==> src/rtl/lum_pkg.sv <==
package lum_pkg;
  typedef enum logic [2:0] {
    CMD_SINGLE  = 3'b000,
    CMD_DUAL    = 3'b001,
    CMD_SHIFT   = 3'b010,
    CMD_CAPTURE = 3'b011,
    CMD_EMIT1   = 3'b100,
    CMD_EMIT2   = 3'b101,
    CMD_STOP    = 3'b110,
    CMD_TEST    = 3'b111
  } cmd_e;
endpackage

==> src/rtl/lum_cmd_dec.sv <==
module lum_cmd_dec
  import lum_pkg::*;
(
  input  logic       clk_i,
  input  logic       rst_ni,
  input  logic [2:0] cmd_i,
  output logic       shift_en_o,
  output logic       capture_en_o,
  output logic       dual_o
);
  cmd_e cmd_q;
  logic dual_q;

  always_ff @(posedge clk_i or negedge rst_ni) begin
    if (!rst_ni) cmd_q <= CMD_STOP;
    else         cmd_q <= cmd_e'(cmd_i);
  end

  // mode follows the registered command, same latency as every other action
  always_ff @(posedge clk_i or negedge rst_ni) begin
    if (!rst_ni)                  dual_q <= 1'b0;
    else if (cmd_q == CMD_SINGLE) dual_q <= 1'b0;
    else if (cmd_q == CMD_DUAL)   dual_q <= 1'b1;
  end

  assign shift_en_o   = (cmd_q == CMD_SHIFT);
  assign capture_en_o = (cmd_q == CMD_CAPTURE);
  assign dual_o       = dual_q;
endmodule

==> src/rtl/lum_shift_chain.sv <==
module lum_shift_chain #(
  parameter int unsigned CHAIN_W   = 320,
  parameter int unsigned SHORT_LEN = 160
) (
  input  logic               clk_i,
  input  logic               rst_ni,
  input  logic               shift_en_i,
  input  logic               dual_i,
  input  logic               sdi_i,
  output logic [CHAIN_W-1:0] chain_o,
  output logic               sdo_o
);
  logic [CHAIN_W-1:0] chain_q;
  logic               sdo_q;
  logic               tap;

  always_ff @(posedge clk_i or negedge rst_ni) begin
    if (!rst_ni)         chain_q <= '0;
    else if (shift_en_i) chain_q <= {chain_q[CHAIN_W-2:0], sdi_i};
  end

  assign tap = dual_i ? chain_q[CHAIN_W-1] : chain_q[SHORT_LEN-1];

  // cascade output retimed to the falling edge for hold margin downstream
  always_ff @(negedge clk_i or negedge rst_ni) begin
    if (!rst_ni) sdo_q <= 1'b0;
    else         sdo_q <= tap;
  end

  assign chain_o = chain_q;
  assign sdo_o   = sdo_q;
endmodule

==> src/rtl/lum_hold_bank.sv <==
module lum_hold_bank #(
  parameter int unsigned BANK_W = 160
) (
  input  logic              clk_i,
  input  logic              rst_ni,
  input  logic              load_i,
  input  logic [BANK_W-1:0] d_i,
  output logic [BANK_W-1:0] q_o
);
  logic [BANK_W-1:0] q;

  always_ff @(posedge clk_i or negedge rst_ni) begin
    if (!rst_ni)     q <= '0;
    else if (load_i) q <= d_i;
  end

  assign q_o = q;
endmodule

==> src/rtl/lum_loader.sv <==
module lum_loader #(
  parameter int unsigned NUM_CH   = 16,
  parameter int unsigned GREY_W   = 10,
  parameter int unsigned NUM_BANK = 2
) (
  input  logic                                clk_i,
  input  logic                                rst_ni,
  input  logic [2:0]                          cmd_i,
  input  logic                                sdi_i,
  output logic                                sdo_o,
  output logic                                dual_o,
  output logic [NUM_BANK*NUM_CH*GREY_W-1:0]   grey_o
);
  localparam int unsigned BANK_W  = NUM_CH * GREY_W;
  localparam int unsigned CHAIN_W = NUM_BANK * BANK_W;

  logic               shift_en;
  logic               capture_en;
  logic               dual;
  logic [CHAIN_W-1:0] chain;

  lum_cmd_dec i_cmd_dec (
    .clk_i        (clk_i),
    .rst_ni       (rst_ni),
    .cmd_i        (cmd_i),
    .shift_en_o   (shift_en),
    .capture_en_o (capture_en),
    .dual_o       (dual)
  );

  lum_shift_chain #(
    .CHAIN_W   (CHAIN_W),
    .SHORT_LEN (BANK_W)
  ) i_chain (
    .clk_i      (clk_i),
    .rst_ni     (rst_ni),
    .shift_en_i (shift_en),
    .dual_i     (dual),
    .sdi_i      (sdi_i),
    .chain_o    (chain),
    .sdo_o      (sdo_o)
  );

  for (genvar b = 0; b < NUM_BANK; b++) begin : g_bank
    logic load;
    // bank 0 is active in both modes; upper banks only in dual mode
    if (b == 0) begin : g_base
      assign load = capture_en;
    end else begin : g_upper
      assign load = capture_en & dual;
    end

    lum_hold_bank #(.BANK_W(BANK_W)) i_hold (
      .clk_i  (clk_i),
      .rst_ni (rst_ni),
      .load_i (load),
      .d_i    (chain[b*BANK_W +: BANK_W]),
      .q_o    (grey_o[b*BANK_W +: BANK_W])
    );
  end

  assign dual_o = dual;
endmodule

==> config.mk <==
export PLATFORM = sky130hd
export DESIGN_NAME = lum_loader
export DESIGN_NICKNAME = d
export VERILOG_FILES = /design/src/rtl/lum_pkg.sv /design/src/rtl/lum_cmd_dec.sv /design/src/rtl/lum_shift_chain.sv /design/src/rtl/lum_hold_bank.sv /design/src/rtl/lum_loader.sv
export SDC_FILE = /design/constraint.sdc
export NUM_CORES = 1
export LEC_CHECK = 0
export ABC_CLOCK_PERIOD_IN_PS = 2200
export BUFFER_PORTS_ARGS = -buffer_cell sky130_fd_sc_hd__buf_4
export CORE_ASPECT_RATIO = 1.4
export CORE_MARGIN = 5
export CORE_UTILIZATION = 30
export DETAILED_ROUTE_END_ITERATION = 7
export SLEW_MARGIN = 5
export SYNTH_ARGS = -nofsm -noshare
export SYNTH_HDL_FRONTEND = slang
export SYNTH_SLANG_ARGS = --single-unit
==> constraint.sdc <==
create_clock -name clk_i -period 2.2 [get_ports clk_i]
set_input_delay 0 -clock clk_i [delete_from_list [all_inputs] [get_ports clk_i]]
set_output_delay 0 -clock clk_i [all_outputs]
set_load 0.02 [all_outputs]
---- Yosys cells after proc, flatten, opt, wreduce, memory -nomap -nowiden ----
Index checks and enable logic that the tools add are counted.
storage, ports and cells
  bits in registers ....................... 645
  word-level logic and storage cells ...... 15
operators by class
  eq/ne operators ......................... 3
  bitwise gates (word level) .............. 1
  mux-type cells .......................... 3
  reduce and logical (&&, ||, !) cells .... 2
operators by type and width
  kind                                           number
  == test 3 x 2 -> 1 bit, second input constant  2
  == test 3 x 1 -> 1 bit, second input constant  1
  zero test 3 bit                                1
  2-to-1 mux 1 bit                               3
  nonzero test 2 bit                             1
  bitwise AND 1 bit                              1

---- Depth between registers and ports, before layout ----
  word-level depth ........................ 3
  mapped depth ............................ 4
  mapped depth without buffers ............ 2

---- Modules after synthesis ----
A second synthesis with hierarchy kept.
second synthesis, totals
  cell total of the unflattened synthesis .. 1363
  area, all modules ....................... 26289.0 sq um
by module, submodules not included
  module           instances  sequential area each (sq um)  cells each  area an instance (sq um)
  lum_shift_chain  1          8032.7                        678         13455.4
  lum_hold_bank    2          4003.8                        338         6346.1
  lum_cmd_dec      1          102.6                         8           135.1
  lum_loader       1          0.0                           1           6.3

==> summary.txt <==
Outcome
  • Outcome: finished with violations
  • Failing checks: setup timing

Timing
  • RSZ-0062 raised after global routing: true
  • Max_slew headroom: 0.4180
  • Setup-failing EPs final: 1
  • Final Hold Fails: 0
  • Least-Margin Pin Slew: 0.8730 ns
  • Final Slew Violations: 0
  • Setup Skew: 0.02713 ns
  • Smallest hold slack: 0.07712 ns
  • Final WS setup: -0.009190 ns

Drt
  • Routed wire length: 50090 µm
  • Iter 0 DRT Violations: 457
  • Vias: 12373
  • Post-route DRC: 0
  • Vias per cell: 4.374
  • Router iterations before antenna repair: 4
  • Wire length per cell: 17.71 µm
  • Detail Route Antenna Nets: 0

Final layout
  • Most frequent cells in the layout: mux2_2, dfrtp_1, buf_4, clkbuf_16, buf_12
  • Layout Nets: 1730
  • Antenna cells: 0
  • Area growth syn-to-layout: 26.43%
  • # fillers: 7450
  • Final core occ: 0.3812
  • Area of the multi-input gates: 7268 µm²
  • Storage element area: 16140 µm²
  • Non-Filler Instances: 2829
  • Share of layout cells above drive strength 1: 0.6265

Synth
  • Post-synthesis cell type count: 9
  • Sequential cell area fraction in the yosys report: 0.6797
  • Ys Warns: 0
  • Post-Syn Area: 23750 µm²
  • Post-synthesis register bit count: 645
  • Synth Instances: 1360
  • Synthesized net count: 1366
  • Mean area per synthesized cell: 17.46 µm²

Worst setup path
  • Critical Path Max Stage Delay: 0.41 ns
  • CP Cell Sequence: buf_6
  • CP Launch Type: flip-flop
  • CP delay by family, top: flip-flops
  • Setup crit end kind: output pin
  • R2R cell count: 1
  • Bufs and invs on worst path: 1
  • Critical path class: flip-flop to output pin
  • Critical Path Fanout Max: 1
  • Crit. Startpoint: i_chain.sdo_o$_DFF_NN0_
  • CP Capture Point: sdo_o
  • R2R Path Start: i_cmd_dec.dual_o$_DFFE_PN0P_
  • R2R setup slack: 0.16 ns
  • CP arrival: 2.21 ns
  • Worst-path cell with the longest stage delay: dfrtn_1
  • RR Endpoint: i_chain.sdo_o$_DFF_NN0_
  • Number of cells on the critical path: 1
  • Worst Path Required: 2.20 ns

Clock network
  • CTS H-tree lvls: 3
  • Total setup buffers inserted after CTS: 0
  • CTS clock-pin slew for the worst setup and hold paths: 0.06 ns
  • Num CTS Buffers: 67
  • Clk buf depth: 3
  • Clock root buffer master: clkbuf_16
  • Clock latency on the worst-skew pair: 0.61 ns
  • CTS tree: yes
  • Clk sinks: 645

Die
  • Die area: 84970 µm²
  • Top Ports: 328
  • Num rows: 122
  • Die width: 247.8 µm
  • Initial Util: 0.3015
  • Die Y-Extent: 342.9 µm
  • Core Region: 78770 µm²

Placement
  • Final HPWL DP: 33950 µm
  • Placed Cells incl. Taps: 2704
  • PortBufs: 327
  • GP Congestion: 0.7367

Power and ir drop
  • VDD IR max: 0.7822 mV
  • Pwr Total: 24.63 mW
  • Pleak: 15.73 nW
  • Power Density: 820.3 nW/µm²

Worst hold path
  • Hold Crit Class: primary input to flip-flop
  • Hold Crit Start: cmd_i[2]

Global routing
  • First-pass GRT wire length: 80590 µm
  • Initial antenna violation count: 1
  • Global route overflow: 0
  • Vias in the first global route: 13851
  • Largest net degree at the start of global routing: 141
  • GRT Util Overall: 0.1190

Run
  • Maximum Capacitance Violations: 0
cells by family (layout without fill, tap and decap cells):
kind of cell / Yosys count / in the layout / share of synthesized area
buffers and inverters: 69 / 484 / 0.01454
DFF: 645 / 645 / 0.6797
muxes: 642 / 642 / 0.3044
and+or+nand+nor: 4 / 4 / 0.001370
Yosys cell counts, drive strengths merged:
| cell type | n | share of area |
|---|---|---|
| dfrtp | 642 | 0.68 |
| dfstp | 2 | 0.0022 |
| nor2 | 1 | 0.00016 |
| buf | 69 | 0.015 |
| mux2 | 642 | 0.30 |
| nand3b | 1 | 0.00032 |
| nor3b | 1 | 0.00053 |
| dfrtn | 1 | 0.0011 |
| nand4b | 1 | 0.00037 |
where the power goes:
part | leakage, nW | total [mW] | internal, mW | switching [mW]
clock | 1.12 | 11.6 | 6.88 | 4.68
sequential | 8.98 | 12.1 | 12.0 | 0.0981
combinational | 5.63 | 0.968 | 0.396 | 0.573
worst min path at each step:
stage,to,slack [ns],depth (start not counted)
final,i_cmd_dec.cmd_q[2]$_DFF_PN1_,0.08,2
after global routing,i_cmd_dec.cmd_q[2]$_DFF_PN1_,0.05,2
after CTS,i_cmd_dec.cmd_q[2]$_DFF_PN1_,0.02,2
after detailed placement,i_cmd_dec.cmd_q[2]$_DFF_PN1_,0.12,1
after global placement,i_cmd_dec.cmd_q[2]$_DFF_PN1_,0.12,1
after floorplan,g_bank[0].i_hold.q_o[0]$_DFFE_PN0N_,-0.30,0
metal layers:
| metal | GRT usage | routed length, µm | vias up |
|---|---|---|---|
| met4 | 0.04972 | 1504 | 0 |
| li1 | - | - | 5557 |
| met1 | 0.1414 | 19700 | 6495 |
| met5 | 0 | 0 | - |
| met2 | 0.2021 | 25690 | 258 |
| met3 | 0.03405 | 3206 | 63 |
flip-flops by register name, summed over array words and instances, names as in the netlist:
signal,cells
g_bank.i_hold.q_o,320
i_chain.chain_o,320
i_cmd_dec.cmd_q,3
i_chain.sdo_o,1
i_cmd_dec.dual_o,1
per-stage QoR:
step | setup WS [ns] | TNS [ns] | cell area, µm²
2_1_floorplan | 0.1237 | 0 | 23750
3_3_place_gp | 0.1836 | 0 | 27700
3_5_place_dp | 0.1963 | 0 | 27700
4_1_cts | -0.04956 | -0.04956 | 30030
5_1_grt | -0.06647 | -0.06647 | 30030
6_report | -0.009190 | -0.009190 | 30030
layout make-up:
cell class / instances / share of cell area
tap: 1054 / 0.04392
clock buffer: 92 / 0.06405
multi-input combinational: 646 / 0.2421
sequential: 645 / 0.5376
timing repair buffer: 364 / 0.1006
clock inverter: 28 / 0.01179
what timing repair did:
item,in CTS,in global routing
gates cloned,0,0
gates resized for setup,1,0
endpoints found under the hold margin,648,0
hold buffers,5,0
setup endpoints to repair,1,1
Note: power is estimated with default switching activity, not from simulation.
